File: config.mk
export PLATFORM = sky130hd
export DESIGN_NAME = sleep_clk_ctrl
export DESIGN_NICKNAME = d
export VERILOG_FILES = /design/src/rtl/sleep_clk_ctrl.sv
export SDC_FILE = /design/constraint.sdc
export NUM_CORES = 1
export LEC_CHECK = 0
export BUFFER_PORTS_ARGS = -buffer_cell sky130_fd_sc_hd__buf_2
export CORE_AREA = 5 5 42 44
export CTS_BUF_LIST = sky130_fd_sc_hd__clkbuf_4 sky130_fd_sc_hd__clkbuf_8
export CTS_CLUSTER_SIZE = 40
export DETAILED_ROUTE_END_ITERATION = 7
export DIE_AREA = 0 0 47 49
export PLACE_DENSITY = 0.76
export SETUP_SLACK_MARGIN = 0.1
export SLEW_MARGIN = 20
export SYNTH_ARGS = -nofsm -noshare
export SYNTH_HDL_FRONTEND = slang
export SYNTH_SLANG_ARGS = --single-unit
File: constraint.sdc
create_clock -name clk_i -period 2.85 [get_ports clk_i]
set_input_delay 0.4275 -clock clk_i [delete_from_list [all_inputs] [get_ports clk_i]]
set_output_delay 0.4275 -clock clk_i [all_outputs]
set_load 0.02 [all_outputs]
File: src/rtl/sleep_clk_ctrl.sv
`timescale 1ns/1ps
module sleep_clk_ctrl #(
  parameter int NIRQ = 5,
  parameter int VEC_W = 16,
  parameter logic [VEC_W-1:0] RESTART_VEC = 'h000C,
  parameter logic [7:0] OP_NOP = 8'hFF,
  parameter logic [7:0] OP_IDLE = 8'h7F,
  parameter logic [7:0] OP_DEEP = 8'h6F
) (
  input  logic             clk_i,
  input  logic             rst_n_i,
  input  logic             op_valid_i,
  input  logic [7:0]       op_code_i,
  input  logic [NIRQ-1:0]  irq_req_i,
  input  logic [NIRQ-1:0]  irq_en_i,
  input  logic             wdt_rst_i,
  input  logic             smr_evt_i,
  input  logic             ext_rst_i,
  output logic             cpu_clk_en_o,
  output logic             osc_en_o,
  output logic             per_clk_en_o,
  output logic             restart_o,
  output logic [VEC_W-1:0] restart_vec_o,
  output logic [1:0]       mode_o,
  output logic             seq_err_o
);
  localparam logic [1:0] M_RUN = 2'b00, M_IDLE = 2'b01, M_DEEP = 2'b10;

  logic [1:0] mode_q;
  logic prev_nop_q, err_q, restart_q;

  wire rst_evt = wdt_rst_i | smr_evt_i | ext_rst_i;
  wire op_nop  = op_valid_i && (op_code_i == OP_NOP);
  wire op_idle = op_valid_i && (op_code_i == OP_IDLE);
  wire op_deep = op_valid_i && (op_code_i == OP_DEEP);
  wire wake    = |(irq_req_i & irq_en_i);

  always_ff @(posedge clk_i or negedge rst_n_i) begin
    if (!rst_n_i) begin
      mode_q     <= M_RUN;
      prev_nop_q <= 1'b0;
      err_q      <= 1'b0;
      restart_q  <= 1'b0;
    end else begin
      restart_q <= rst_evt;
      if (rst_evt) begin
        mode_q     <= M_RUN;
        prev_nop_q <= 1'b0;
      end else begin
        prev_nop_q <= (mode_q == M_RUN) && op_nop;
        case (mode_q)
          M_RUN:
            if (op_idle || op_deep) begin
              if (prev_nop_q) mode_q <= op_idle ? M_IDLE : M_DEEP;
              else            err_q  <= 1'b1;
            end
          M_IDLE: if (wake) mode_q <= M_RUN;
          M_DEEP: ;
          default: mode_q <= M_RUN;
        endcase
      end
    end
  end

  assign cpu_clk_en_o  = (mode_q == M_RUN);
  assign osc_en_o      = (mode_q != M_DEEP);
  assign per_clk_en_o  = (mode_q != M_DEEP);
  assign restart_o     = restart_q;
  assign restart_vec_o = RESTART_VEC;
  assign mode_o        = mode_q;
  assign seq_err_o     = err_q;
endmodule

==> flow_summary.json <==
{
  "placementRows": 14,
  "ys.warnings.count": 0,
  "synth_top_area_cell": "buf_4",
  "syn_inst": 45,
  "worstSetupStartpointType": "flop",
  "drive_gt1_share_pct": 48.05,
  "cts_num_sinks": 5,
  "path_cells": "nor2_1, buf_2",
  "drt-initial-drc-count": 11,
  "gr-usage-met2_pct": 11.54,
  "peakVddDrop_mv": 0.1091,
  "area_growth_pct": 33.13,
  "seq_area_frac_synth_pct": 30.67,
  "cts_tree": "done",
  "coreArea_mm2": 0.001401,
  "tns_ns": 0,
  "first_pass_iters": 4,
  "hpwl_um": 871,
  "die_x_um": 47,
  "synth_top_area_share_pct": 31.29,
  "crit_end": "cpu_clk_en_o",
  "worstReg2RegEnd": "mode_o[1]$_DFFE_PN0P_",
  "cp_data_arrival_time_ns": 1.05,
  "die_h_um": 49,
  "top_usage_layer": "met2",
  "holdCritPathClass": "input port to flop",
  "report.power.total_w": 0.0002080,
  "gp_congestion": 0.7523,
  "r2r_slack_ns": 1.75,
  "antenna_cells": 0,
  "clk_latency_ns": 0.24,
  "antenna_found_initial": 0,
  "grt_max_degree": 6,
  "fmax_mhz": 677.3,
  "path_clk_slew_ns": 0.04,
  "ctsHtreeMaxLevel": 1,
  "cts_inserted_buffers": 3,
  "r2r-start": "mode_o[1]$_DFFE_PN0P_",
  "endpoint_kind": "output port",
  "cp.required_ns": 2.42,
  "syn_area_um2": 407.9,
  "detail_route.wirelength_um": 998,
  "slowest_delay_ns": 0.39,
  "synth_cell_types": 19,
  "ctsLongestPathBuffers": 2,
  "cp_max_fo": 4,
  "holdPathStages": 2,
  "drv_cap": 0,
  "die_area_mm2": 0.002303,
  "io_buffers": 30,
  "grt_pass1_vias": 348,
  "antenna_left": 0,
  "start_util_pct": 29.11,
  "critPathKind": "flop to output port",
  "overflow": 0,
  "cts_resized": 0,
  "grt_use_met1_pct": 10.31,
  "status": "finished clean",
  "finalMaxSlewViolations": 0,
  "reg2reg_depth": 3,
  "via_per_inst": 4.108,
  "grt_usage_pct": 8.221,
  "min_period_ns": 1.476,
  "wl_per_cell_um": 10.73,
  "hold_viol": 0,
  "powerDensity_mw_per_mm2": 383.1,
  "rsz0062_at_grt": "no",
  "grt_pass1_wl_um": 1380,
  "final.setup_skew_ns": 0.001429,
  "synth_area_per_cell_um2": 9.064,
  "crit_slowest_cell": "dfrtp_1",
  "grtUsageMet3_pct": 3.690,
  "cp-startpoint": "mode_o[1]$_DFFE_PN0P_",
  "finalSetupViolations": 0,
  "p_leak_nw": 0.2904,
  "fin_nets": 102,
  "n_fill_cell": 158,
  "ys_ff_latch": 5,
  "clockRootBuffer": "clkbuf_4",
  "num_vias": 382,
  "ioPinCount": 47,
  "period_share_pct": 51.80,
  "drc": 0,
  "synth_area_leaders": "buf_4, dfrtp_1, nor3_4"
}
[logic make-up after synthesis]
logic type	after synthesis	share of synthesized area (%)
AO/OA/AOI/OAI	5	11.35
flip-flops	5	30.67
buffers and inverters	20	34.05
other	2	1.841
AND/OR/NAND/NOR	13	22.09
[final cells by class]
| cell class | count | area [um2] | area share [%] |
|---|---|---|---|
| multi-input cells | 34 | 196.4 | 36.18 |
| repair buffers | 31 | 160.2 | 29.49 |
| flip-flops and latches | 5 | 125.1 | 23.04 |
| clock buffers | 4 | 30.03 | 5.530 |
| well taps | 16 | 20.02 | 3.687 |
| inverters | 3 | 11.26 | 2.074 |
[through the flow]
| stage | std cells | worst slack, ns | util [%] | hold WS [ns] | instance area, um2 |
|---|---|---|---|---|---|
| after CTS | 93 | 1.367 | 38.75 | 0.4070 | 543.0 |
| after global placement | 88 | 1.588 | 35.89 | 0.2437 | 503.0 |
| final | 93 | 1.374 | 38.75 | 0.4182 | 543.0 |
| after global routing | 93 | 1.328 | 38.75 | 0.4214 | 543.0 |
| after floorplan | 59 | 1.468 | - | 0.1319 | 460.4 |
| after detailed placement | 88 | 1.548 | 35.89 | 0.2471 | 503.0 |
[metal layers]
metal  vias up  wire [um]
li1        187          -
met2        33        454
met1       162        350
met4         0          0
met3         0        192
met5         -          0
[cell usage after synthesis (all sizes together)]
library cell	n
a22oi	2
and4	1
buf	17
conb	2
dfrtp	5
inv	3
nand2	2
nand2b	1
nand3	2
nand4	2
nand4b	1
nor2	1
nor2b	1
nor3	2
o22ai	1
o32ai	1
o41ai	1
[sequential cells by signal (all words and copies together), names as in the netlist]
signal,flops
mode_o,2
prev_nop_q,1
restart_o,1
seq_err_o,1
[how the worst min path moves through the flow]
stage	start	end
after floorplan	rst_n_i	mode_o[0]$_DFFE_PN0P_
after global placement	rst_n_i	mode_o[0]$_DFFE_PN0P_
after detailed placement	rst_n_i	mode_o[0]$_DFFE_PN0P_
after CTS	op_code_i[7]	seq_err_o$_DFFE_PN0P_
after global routing	op_code_i[4]	mode_o[1]$_DFFE_PN0P_
final	op_code_i[4]	mode_o[1]$_DFFE_PN0P_
[cell usage in the layout, fill, tap and decap left out, types with 2 or more instances in the layout]
cell | netlist | final
buf_2 | 0 | 30
inv_1 | 3 | 3
clkbuf_4 | 0 | 4
nand2_1 | 2 | 2
dfrtp_1 | 5 | 5
a22oi_1 | 2 | 2
nand4_1 | 2 | 2
conb_1 | 2 | 16
[critical path, delay by kind of cell (launching register included)]
family        cells  cell delay (ns)
simple gates      1             0.21
buf+inv           1             0.21
flops             1             0.39
[what timing repair did]
| item | CTS | global route |
|---|---|---|
| setup buffers | 0 | 0 |
| hold endpoints to repair | 5 | 0 |
| hold buffers | 1 | 0 |
[where the power goes]
| group | internal, W | switching (W) | leakage (nW) |
|---|---|---|---|
| Sequential | 0.0000718 | 0.000000102 | 0.0602 |
| Combinational | 0.0000155 | 0.0000309 | 0.212 |
| Clock | 0.0000623 | 0.0000274 | 0.0184 |
(Power assumes the default switching activity.)
